### src/rtl/hp_slot_pkg.sv
package hp_slot_pkg;
  localparam int SLOT_W   = 16;
  localparam int FLD_LSB  = 6;
  localparam int FLD_MSB  = 11;
  localparam int FLD_W    = FLD_MSB - FLD_LSB + 1;
  localparam int CC_BIT   = 4;  // completion flag in status
  localparam int CCIE_BIT = 4;  // completion interrupt enable in control
  localparam int HPIE_BIT = 5;  // hot-plug interrupt enable in control

  typedef logic [SLOT_W-1:0] slot_word_t;
  typedef logic [FLD_W-1:0]  cmd_fld_t;

  // Extract the control field group that a downstream controller acts on.
  function automatic cmd_fld_t ctl_fields(input slot_word_t w);
    return w[FLD_MSB:FLD_LSB];
  endfunction

  // Decide whether a control write forms a hot-plug command.
  function automatic logic write_is_cmd(input logic quirk, input logic capable,
                                        input slot_word_t old_w, input slot_word_t new_w);
    if (!capable)    return 1'b0;
    else if (!quirk) return 1'b1;
    else             return ctl_fields(old_w) != ctl_fields(new_w);
  endfunction

  // Status word as seen by software: only the completion flag is modelled.
  function automatic slot_word_t status_word(input logic cc);
    slot_word_t w;
    w = '0;
    w[CC_BIT] = cc;
    return w;
  endfunction
endpackage

### src/rtl/hp_cmd_detect.sv
module hp_cmd_detect
  import hp_slot_pkg::*;
#(
  parameter bit QUIRK_MODE = 1'b0,
  parameter bit HP_CAPABLE = 1'b1
) (
  input  logic       wr_en,
  input  slot_word_t cur_word,
  input  slot_word_t new_word,
  output logic       cmd_evt,
  output cmd_fld_t   new_fld
);
  always_comb begin
    cmd_evt = wr_en && write_is_cmd(QUIRK_MODE, HP_CAPABLE, cur_word, new_word);
    new_fld = ctl_fields(new_word);
  end
endmodule

### src/rtl/hp_cmd_deliver.sv
module hp_cmd_deliver
  import hp_slot_pkg::*;
(
  input  logic     clk,
  input  logic     rst_n,
  input  logic     cmd_evt,
  input  cmd_fld_t new_fld,
  input  cmd_fld_t cur_fld,
  input  logic     dn_ready,
  output logic     dn_valid,
  output cmd_fld_t dn_data,
  output logic     done_evt
);
  logic pend_q;
  logic hs;
  logic issue;

  always_comb begin
    hs       = dn_valid && dn_ready;
    issue    = cmd_evt ? (!dn_valid || hs) : (hs && pend_q);
    done_evt = hs && !pend_q && !cmd_evt;
  end

  always_ff @(posedge clk) begin
    if (!rst_n) begin
      dn_valid <= 1'b0;
      dn_data  <= '0;
      pend_q   <= 1'b0;
    end else begin
      if (issue) begin
        dn_valid <= 1'b1;
        dn_data  <= cmd_evt ? new_fld : cur_fld;
        pend_q   <= 1'b0;
      end else if (hs) begin
        dn_valid <= 1'b0;
      end
      if (cmd_evt && dn_valid && !hs) pend_q <= 1'b1;
    end
  end

  AST_VALID_HOLD: assert property (@(posedge clk) disable iff (!rst_n)
    dn_valid && !dn_ready |=> dn_valid && $stable(dn_data));

  AST_PEND_NEEDS_BUSY: assert property (@(posedge clk) disable iff (!rst_n)
    pend_q |-> dn_valid);
endmodule

### src/rtl/hp_cmd_status.sv
module hp_cmd_status
  import hp_slot_pkg::*;
#(
  parameter bit NO_CMD_CMPL = 1'b0
) (
  input  logic       clk,
  input  logic       rst_n,
  input  logic       done_evt,
  input  logic       sts_wr_en,
  input  slot_word_t sts_wr_data,
  input  logic       ccie,
  input  logic       hpie,
  output logic       cc_flag,
  output logic       cc_irq
);
  localparam slot_word_t CC_MASK = slot_word_t'(1) << CC_BIT;
  logic set_evt;
  logic clr_evt;

  always_comb begin
    set_evt = done_evt && !NO_CMD_CMPL;
    clr_evt = sts_wr_en && |(sts_wr_data & CC_MASK);
  end

  always_ff @(posedge clk) begin
    if (!rst_n) begin
      cc_flag <= 1'b0;
      cc_irq  <= 1'b0;
    end else begin
      if (set_evt)      cc_flag <= 1'b1;
      else if (clr_evt) cc_flag <= 1'b0;
      cc_irq <= set_evt && !cc_flag && ccie && hpie;
    end
  end

  AST_CLEAR_WORKS: assert property (@(posedge clk) disable iff (!rst_n)
    clr_evt && !done_evt |=> !cc_flag);

  AST_SET_WINS: assert property (@(posedge clk) disable iff (!rst_n)
    done_evt && !NO_CMD_CMPL |=> cc_flag);

  AST_IRQ_ON_RISE: assert property (@(posedge clk) disable iff (!rst_n)
    cc_irq |-> cc_flag && !$past(cc_flag));

  AST_NO_FLAG_WHEN_UNSUPPORTED: assert property (@(posedge clk) disable iff (!rst_n)
    NO_CMD_CMPL |-> !cc_flag);
endmodule

### src/rtl/hp_slot_cmd_ctrl.sv
module hp_slot_cmd_ctrl
  import hp_slot_pkg::*;
#(
  parameter bit QUIRK_MODE  = 1'b0,
  parameter bit HP_CAPABLE  = 1'b1,
  parameter bit NO_CMD_CMPL = 1'b0
) (
  input  logic              clk,
  input  logic              rst_n,
  input  logic              ctl_wr_en,
  input  logic [SLOT_W-1:0] ctl_wr_data,
  input  logic              sts_wr_en,
  input  logic [SLOT_W-1:0] sts_wr_data,
  output logic [SLOT_W-1:0] slot_ctrl,
  output logic [SLOT_W-1:0] slot_sts,
  output logic              dn_valid,
  output logic [FLD_W-1:0]  dn_data,
  input  logic              dn_ready,
  output logic              cc_irq
);
  slot_word_t ctrl_q;
  logic       cmd_evt;
  cmd_fld_t   new_fld;
  logic       done_evt;
  logic       cc_flag;

  always_ff @(posedge clk) begin
    if (!rst_n)         ctrl_q <= '0;
    else if (ctl_wr_en) ctrl_q <= ctl_wr_data;
  end

  hp_cmd_detect #(.QUIRK_MODE(QUIRK_MODE), .HP_CAPABLE(HP_CAPABLE)) u_detect (
    .wr_en    (ctl_wr_en),
    .cur_word (ctrl_q),
    .new_word (ctl_wr_data),
    .cmd_evt  (cmd_evt),
    .new_fld  (new_fld)
  );

  hp_cmd_deliver u_deliver (
    .clk      (clk),
    .rst_n    (rst_n),
    .cmd_evt  (cmd_evt),
    .new_fld  (new_fld),
    .cur_fld  (ctl_fields(ctrl_q)),
    .dn_ready (dn_ready),
    .dn_valid (dn_valid),
    .dn_data  (dn_data),
    .done_evt (done_evt)
  );

  hp_cmd_status #(.NO_CMD_CMPL(NO_CMD_CMPL)) u_status (
    .clk         (clk),
    .rst_n       (rst_n),
    .done_evt    (done_evt),
    .sts_wr_en   (sts_wr_en),
    .sts_wr_data (sts_wr_data),
    .ccie        (ctrl_q[CCIE_BIT]),
    .hpie        (ctrl_q[HPIE_BIT]),
    .cc_flag     (cc_flag),
    .cc_irq      (cc_irq)
  );

  always_comb begin
    slot_ctrl = ctrl_q;
    slot_sts  = status_word(cc_flag);
  end

  AST_WRITE_LANDS: assert property (@(posedge clk) disable iff (!rst_n)
    ctl_wr_en |=> slot_ctrl == $past(ctl_wr_data));

  AST_NOCAP_IDLE: assert property (@(posedge clk) disable iff (!rst_n)
    !HP_CAPABLE |-> !dn_valid && !slot_sts[CC_BIT]);

  AST_CC_AFTER_HANDSHAKE: assert property (@(posedge clk) disable iff (!rst_n)
    $rose(slot_sts[CC_BIT]) |-> $past(dn_valid && dn_ready));

  AST_QUIRK_NO_CHANGE: assert property (@(posedge clk) disable iff (!rst_n)
    QUIRK_MODE && !dn_valid && ctl_wr_en && ctl_wr_data[FLD_MSB:FLD_LSB] == slot_ctrl[FLD_MSB:FLD_LSB]
    |=> !dn_valid);
endmodule

### config.mk
export PLATFORM = sky130hd
export DESIGN_NAME = hp_slot_cmd_ctrl
export DESIGN_NICKNAME = d
export VERILOG_FILES = /design/src/rtl/hp_slot_pkg.sv /design/src/rtl/hp_cmd_detect.sv /design/src/rtl/hp_cmd_deliver.sv /design/src/rtl/hp_cmd_status.sv /design/src/rtl/hp_slot_cmd_ctrl.sv
export SDC_FILE = /design/constraint.sdc
export NUM_CORES = 1
export LEC_CHECK = 0
export BUFFER_PORTS_ARGS = -buffer_cell sky130_fd_sc_hd__buf_4
export CAP_MARGIN = 20
export CORE_MARGIN = 10
export CORE_UTILIZATION = 40
export CTS_CLUSTER_DIAMETER = 200
export DETAILED_ROUTE_END_ITERATION = 6
export HOLD_SLACK_MARGIN = 0.02
export PLACE_DENSITY = 0.84
export SYNTH_ARGS = -nofsm -noshare
export SYNTH_HDL_FRONTEND = slang
export SYNTH_SLANG_ARGS = --single-unit
### constraint.sdc
create_clock -name clk -period 1.4 [get_ports clk]
set_clock_uncertainty 0.15 [all_clocks]
set_input_delay 0.21 -clock clk [delete_from_list [all_inputs] [get_ports clk]]
set_output_delay 0.21 -clock clk [all_outputs]
set_load 0.005 [all_outputs]
# After elaboration in Yosys (flattened, before gate mapping)
# Cells that the tools add are included.
dict set report totals {
  out_inout_bits 40
  register_bits 26
  wordCells 33
  inputBits 37
}
dict set report classes {
  n_mux 8
  reduce_logical 19
}
# operator n
set op_table {}
lappend op_table {{$logic_and 1x1->1} 10}
lappend op_table {{$mux 1} 7}
lappend op_table {{$mux 6} 1}
lappend op_table {{$reduce_bool 2->1} 3}
lappend op_table {{$logic_not 1->1} 5}
lappend op_table {{$logic_or 1x1->1} 1}

# Longest topological paths before layout
# Gate-level depths: netlist (run 1).
dict set report depth {
  depth_word 6
  depth_mapped 5
  mapped_depth_nobuf 3
}

# By module
# From an unflattened synthesis (run 1), not the netlist that was laid out.
dict set report unflattened {
  hier_cells 122
  area_unflattened_um2 1270.0
}
# module cells_per_inst n_inst area_per_inst_um2 seq_area_each_um2
set modules_own_cells {}
lappend modules_own_cells {hp_slot_cmd_ctrl 68 1 739.5 320.3}
lappend modules_own_cells {hp_cmd_deliver 40 1 412.9 160.2}
lappend modules_own_cells {hp_cmd_status 7 1 65.1 40.0}
lappend modules_own_cells {hp_cmd_detect 7 1 52.6 0.0}

# Least setup slack after synthesis (run 1)
# OpenSTA, ideal clock, no wires.
dict set report synth_path {
  path_type {flip-flop to flip-flop}
  from {reg u_deliver.dn_valid}
  to {reg u_deliver.dn_data[0]}
  required_time_ns 1.128
  setup_time_ns 0.122
  arrival_ns 0.831
  synth_period_minus_slack_ns 1.103
  path_buffers 0
  stages_incl_launch_ff 4
  setup_slack_ns 0.297
  path_cell_list {dfxtp_1 > and2b_4 > o21ai_4 > a2bb2oi_1}
}
dict set report synth_between {
  elab_chain_len 3
  elab_cells_between_ends 5
  classes_between {1 x mux; 4 x reduce/logical}
}
# element line
set synth_lines {}
lappend synth_lines {{start, declared} hp_cmd_deliver.sv:10} ;# output logic dn_valid,
lappend synth_lines {{start signal, assigned} hp_cmd_deliver.sv:26} ;# dn_valid <= 1'b0;
lappend synth_lines {{start signal, assigned} hp_cmd_deliver.sv:31} ;# dn_valid <= 1'b1;
lappend synth_lines {{start signal, assigned} hp_cmd_deliver.sv:35} ;# dn_valid <= 1'b0;
lappend synth_lines {{$logic_and 1x1->1 or $logic_not 1->1 (tied branches)} {hp_cmd_deliver.sv:19, hp_cmd_deliver.sv:20}}
lappend synth_lines {{$logic_and 1x1->1 or $logic_or 1x1->1 (tied branches)} hp_cmd_deliver.sv:20} ;# issue = cmd_evt ? (!dn_valid || hs) : (hs && pend_q);
lappend synth_lines {{$mux 1 *} hp_cmd_deliver.sv:20}
lappend synth_lines {{end signal, assigned} hp_cmd_deliver.sv:32} ;# dn_data <= cmd_evt ? new_fld : cur_fld;
lappend synth_lines {{end, declared} hp_cmd_deliver.sv:11} ;# output cmd_fld_t dn_data,
# Every way passes the cells marked *; elsewhere a longest branch is shown, timed or not.
# A chain may end at the register's enable or synchronous reset.

# Worst setup path in the final report (run 1)
dict set report layout_path {
  from {in dn_ready}
  to {reg u_deliver.dn_data[3]}
}
dict set report layout_between {
  elab_chain_len 3
  elab_cells_between_ends 4
  classes_between {1 x mux; 3 x reduce/logical}
}
# element line
set layout_lines {}
lappend layout_lines {{start, declared} hp_slot_cmd_ctrl.sv:18} ;# input logic dn_ready,
lappend layout_lines {{$logic_and 1x1->1 *} hp_cmd_deliver.sv:19} ;# hs = dn_valid && dn_ready;
lappend layout_lines {{$logic_and 1x1->1 or $logic_or 1x1->1 (tied branches)} hp_cmd_deliver.sv:20}
lappend layout_lines {{$mux 1 *} hp_cmd_deliver.sv:20}
# Marked as above.

==> flow_metrics.tcl, run 1 <==
set metrics [dict create \
    reg2reg_from "u_deliver.dn_valid" \
    grt_first_pass_wirelength_um 4400 \
    gp_congestion 0.717 \
    rr_endpoint "u_deliver.dn_data[3]" \
    cts_made_buffers 3 \
    path_cells "dlygate4sd3_1 > buf_4 > and2b_4 > o21ai_4 > a2bb2oi_1" \
    cts_max_level 1 \
    dpl.hpwl_um 2100 \
    hold_viol_final 0 \
    synth_warnings 0 \
    powerDensity_nw_per_um2 1010 \
    core_um2 2760 \
    r2r_slack_ns 0.19 \
    fp.dieH_um 73.5 \
    critPathLaunchType "input port" \
    fin_crit_ns 1.36 \
    p_leak_nw 0.806 \
    cts.sinks 26 \
    start_util 0.416 \
    cts_resized 0 \
    yosysTopAreaCell "dfxtp_1" \
    synthTopCellsByArea "dfxtp_1 (45%), buf_4 (12%), mux2i_1 (8.7%), nor2b_1 (6.0%), mux2_1 (5.9%)" \
    fmax_mhz 737 \
    yosysUniqueCellTypes 22 \
    finalSetupTns_ns 0 \
    synth_seq_area_share 0.454 \
    status "complete, no violations" \
    area_growth_pct 40.2 \
    cts_root_buf "clkbuf_4" \
    cp_slowest_cell "dlygate4sd3_1" \
    grt_max_degree 21 \
    post_cts_buffers 0 \
    diodes 0 \
    antenna_left 0 \
    drtIter0Drc 21 \
    peakVddDrop_mv 0.672 \
    path_class "input port to flop" \
    crit_start "dn_ready" \
    cp.arrival_ns 1.42 \
    die_area_um2 5410 \
    vias_per_cell 4.46 \
    worst_setup_path_end_kind "flop" \
    grt_setup_unrepaired "false" \
    nNetsFinal 202 \
    clock_latency_ns 0.32 \
    drc 0 \
    setup_viol 0 \
    ys_ff_latch 26 \
    synth_area_um2 1150 \
    track_usage 0.101 \
    ios 77 \
    critPathMaxStageDelay_ns 0.54 \
    required_ns 1.47 \
    min_path_type "input port to flop" \
    cp_max_fo 7 \
    final_common_cell "buf_4" \
    final_cell_mix "buf_4 (47), dfxtp_1 (26), conb_1 (15), dlygate4sd3_1 (13), nor2b_1 (11)" \
    maxCapViolations 0 \
    drive_above_1_share 0.354 \
    vias 869 \
    worstSetupPathDepth 5 \
    clk_pin_slew_worst_paths_ns 0.14 \
    critPathTopFamily "buffers and inverters" \
    antenna_found_initial 0 \
    final_max_slew_viol_count 0 \
    ctsHoldBuffers 13 \
    firstDrtPassIters 4 \
    grt_pass1_vias 932 \
    wl_per_cell_um 14.1 \
    hold_slack_ns 0.0474 \
    yosysTopAreaCellShare 0.454 \
    dieWidth_um 73.5 \
    port-buffer-count 46 \
    globalRouteOverflowTotal 0 \
    wl_um 2750 \
    clock_path_buffers 2 \
    cts_tree "yes" \
    crit_end "u_deliver.dn_data[3]" \
    synth_cells 108 \
    core.rowCount 19 \
    path_buf_inv 2 \
    syn_avg_cell_area_um2 10.6 \
    ff2ff_path_depth 3 \
    finalCritPeriodShare 0.969 \
]
==> tightest hold or removal path: stages <==
cell and delay, ns:
buf_4 0.07, mux2_1 0.11, nand2_1 0.06, inv_1 0.05
==> worst min path at each step <==
stage / slack (ns) / endpoint / start / cells after the start
after CTS: 0.04 / slot_ctrl[10] / ctl_wr_data[10] / 4
final: 0.05 / slot_ctrl[8] / ctl_wr_data[8] / 4
after floorplan: 0.21 / u_status.cc_irq / dn_ready / 2
after detailed placement: 0.32 / slot_ctrl[1] / ctl_wr_data[1] / 3
after global routing: 0.05 / slot_ctrl[8] / ctl_wr_data[8] / 4
after global placement: 0.32 / slot_ctrl[0] / ctl_wr_data[0] / 3
==> routing by layer <==
layer,vias to the layer above,GRT usage,share of wire
met1,405,0.0881,0.34
met3,4,0.0431,0.095
met2,30,0.201,0.55
met4,0,0.0248,0.011
met5,-,0,0
li1,430,-,-
==> sequential cells by signal (all words and copies together), names as in the netlist <==
register	cells
slot_ctrl	16
u_deliver.dn_valid	1
u_status.cc_irq	1
u_deliver.dn_data	6
u_deliver.pend_q	1
u_status.cc_flag	1
==> report_power, final <==
part | switching [mW] | internal [mW]
Clock | 0.222 | 0.290
Sequential | 0.0321 | 0.791
Combinational | 0.114 | 0.182
==> metrics by stage <==
| step | cells | area, um2 | utilization | power (mW) | setup slack (ns) |
|---|---|---|---|---|---|
| 5_1_grt | 195 | 1610 | 0.583 | 1.71 | 0.0312 |
| 6_report | 195 | 1610 | 0.583 | 1.63 | 0.0432 |
| 4_1_cts | 195 | 1610 | 0.583 | 1.65 | 0.0516 |
| 3_5_place_dp | 178 | 1420 | 0.516 | 1.11 | 0.161 |
| 3_3_place_gp | 178 | 1420 | 0.516 | 1.10 | 0.197 |
| 2_1_floorplan | 122 | 1200 | - | 1.00 | 0.297 |
==> layout make-up <==
class,count,area [um2]
sequential,26,520
timing repair buffer,60,483
multi-input combinational,68,489
tap,31,38.8
clock buffer,3,22.5
inverter,6,22.5
clock inverter,1,30.0
fill,238,1150
==> kinds of logic after synthesis <==
group | count (synthesis) | synth area share
flip-flops | 26 | 0.454
buffers and inverters | 28 | 0.165
other | 1 | 0.00327
multiplexers | 16 | 0.146
AO/OA/AOI/OAI | 10 | 0.0884
AND/OR/NAND/NOR | 27 | 0.143
==> synth_stat cells <==
cell type  instances
buf_2              1
nand3_2            1
buf_6              2
buf_4             18
nor2b_1           11
o21ai_4            1
nor2_4             2
mux2_1             6
conb_1             1
nor2_1             2
mux2i_1           10
nand4b_1           1
nand2b_1           1
inv_1              6
a21boi_2           1
a2bb2oi_1          6
a21oi_1            1
dfxtp_1           26
a21oi_4            1
and2b_4            1
clkbuf_1           1
nand2_1            8
Power figures use the tool's default switching activity.
==> run 2: changes to the inputs <==
--- a/config.mk
+++ b/config.mk
@@ -5,14 +5,15 @@
 export SDC_FILE = /design/constraint.sdc
 export NUM_CORES = 1
 export LEC_CHECK = 0
+export ABC_AREA = 1
 export BUFFER_PORTS_ARGS = -buffer_cell sky130_fd_sc_hd__buf_4
 export CAP_MARGIN = 20
 export CORE_MARGIN = 10
-export CORE_UTILIZATION = 40
+export CORE_UTILIZATION = 41
 export CTS_CLUSTER_DIAMETER = 200
 export DETAILED_ROUTE_END_ITERATION = 6
 export HOLD_SLACK_MARGIN = 0.02
-export PLACE_DENSITY = 0.84
+export PLACE_DENSITY = 0.85
 export SYNTH_ARGS = -nofsm -noshare
 export SYNTH_HDL_FRONTEND = slang
 export SYNTH_SLANG_ARGS = --single-unit
==> flow_metrics.tcl, run 2 <==
set metrics [dict create \
    largest_reg_flops 16 \
    synth_warnings 0 \
    syn_avg_cell_area_um2 8.12 \
    finalSetupTns_ns 0 \
    stdcell_count 233 \
    clk_pin_slew_worst_paths_ns 0.14 \
    cts_root_buf "clkbuf_4" \
    firstDrtPassIters 4 \
    antenna_found_initial 0 \
    worst_setup_path_end_kind "primary output" \
    dieWidth_um 74.1 \
    min_path_type "input port to flop" \
    yosysTopAreaCell "dfxtp_1" \
    synth-xor-area-share 0 \
    area_growth_pct 35.6 \
    core.rowCount 19 \
    synth_edf_count 0 \
    fin_crit_ns 1.28 \
    cts_made_buffers 3 \
    peakVddDrop_mv 0.766 \
    synth_top_family_by_area "buffers and inverters" \
    fp.dieH_um 74.1 \
    drc 0 \
    vias 1013 \
    drive_above_1_share 0.312 \
    critPathLaunchType "flop" \
    worstSetupPathDepth 1 \
    path_class "flop to primary output" \
    cp_max_fo 4 \
    fmax_mhz 781 \
    netlist_top_cells_count "dfxtp_1 (26), nor2_1 (23), inv_1 (22)" \
    synthTopCellsByArea "dfxtp_1 (43%), buf_4 (12%), nor2_1 (7.2%), inv_1 (6.9%), a21oi_2 (5.1%)" \
    wl_um 3230 \
    dpl.hpwl_um 2160 \
    synth_seq_area_share 0.433 \
    p_leak_nw 0.850 \
    gp_congestion 0.673 \
    yosys-mux-area-fraction 0 \
    synth_area_um2 1200 \
    final_max_slew_viol_count 0 \
    yosysTopAreaCellShare 0.433 \
    critPathTopFamily "flip-flops" \
    setup_viol 0 \
    nNetsFinal 240 \
    hold_depth 5 \
    async_flop_share 0 \
    stdcell_area_um2 1630 \
    grt_pass1_vias 1022 \
    maxCapViolations 0 \
    die_area_um2 5490 \
    ff2ff_path_depth 5 \
    cp.arrival_ns 0.92 \
    yosysMostFrequentCell "dfxtp_1" \
    start_util 0.432 \
    final_common_cell "buf_4" \
    ios 77 \
    clock_latency_ns 0.31 \
    drtIter0Drc 28 \
    cts_resized 0 \
    hold_viol_final 0 \
    finalCritPeriodShare 0.914 \
    powerDensity_nw_per_um2 950 \
    grt_first_pass_wirelength_um 5080 \
    antenna_left 0 \
    ys_ff_latch 26 \
    placed_cells 216 \
    cts.sinks 26 \
    wl_per_cell_um 13.9 \
    status "complete, no violations" \
    synthAdderAreaFrac 0 \
    yosysUniqueCellTypes 18 \
    ys.flop_type "dfxtp_1" \
    synth_cells 148 \
    globalRouteOverflowTotal 0 \
    port-buffer-count 46 \
    track_usage 0.118 \
    grt_max_degree 20 \
    cts_tree "yes" \
    core_um2 2780 \
    clock_path_buffers 2 \
    final_cell_mix "buf_4 (46), dfxtp_1 (26), nor2_1 (23), inv_1 (22)" \
    cp_slowest_cell "dfxtp_1" \
    required_ns 1.04 \
    path_buf_inv 1 \
    cts_max_level 1 \
    diodes 0 \
    path_cells "buf_4" \
    synth_compound_area_frac 0.122 \
    postPlaceCellArea_um2 1460 \
    grt_setup_unrepaired "false" \
    critPathMaxStageDelay_ns 0.45 \
    synthSimpleGateAreaFrac 0.218 \
    vias_per_cell 4.35 \
]
## run 2: repair_timing
item,in CTS,in global routing
hold buffers,12,1
endpoints found under the setup margin,0,0
endpoints found under the hold margin,11,1
setup buffers,0,0
## run 2: cell type report
| class | instances | area, um2 |
|---|---|---|
| clock buffer | 4 | 36.3 |
| fill | 266 | 1150 |
| inverter | 23 | 93.8 |
| multi-input combinational | 90 | 464 |
| sequential | 26 | 520 |
| tap | 31 | 38.8 |
| timing repair buffer | 59 | 475 |
## run 2: per-layer routing
layer | track usage | share of wire | vias to the layer above
met5 | 0 | 0 | -
met4 | 0.0435 | 0.011 | 0
met3 | 0.0359 | 0.071 | 2
met2 | 0.213 | 0.55 | 28
met1 | 0.125 | 0.37 | 453
li1 | - | - | 530
## run 2: stage by stage
step           hold slack [ns]  power, mW  worst slack (ns)   util
2_1_floorplan            0.195       1.04             0.318      -
3_3_place_gp             0.284       1.15             0.242  0.526
3_5_place_dp             0.286       1.16             0.226  0.526
4_1_cts                 0.0232       1.56             0.107  0.582
5_1_grt                 0.0954       1.64            0.0563  0.586
6_report                0.0671       1.55             0.120  0.586
## run 2: final timing paths
path                                    startpoint              endpoint  slack (ns)
worst max-delay path            u_deliver.dn_valid              dn_valid        0.12
worst min-delay path               ctl_wr_data[10]         slot_ctrl[10]        0.07
worst max register to register  u_deliver.dn_valid  u_deliver.dn_data[4]        0.26
worst min register to register    u_status.cc_flag      u_status.cc_flag        0.35
## run 2: where the power goes
part           switching [mW]  leakage (nW)  internal [mW]
logic                   0.161         0.613          0.178
clock network           0.220        0.0210          0.159
registers              0.0324         0.216          0.798
## run 2: cell families (layout without fill, tap and decap cells)
group	count (synthesis)	count (layout)
DFF	26	26
other	1	15
buffers and inverters	46	86
and+or+nand+nor	51	51
AOI/OAI and AO/OA	24	24
## run 2: tightest hold or removal path: cells and delay by family
family	cells	cell delay [ns]
buffers and inverters	3	0.16
and+or+nand+nor	2	0.14
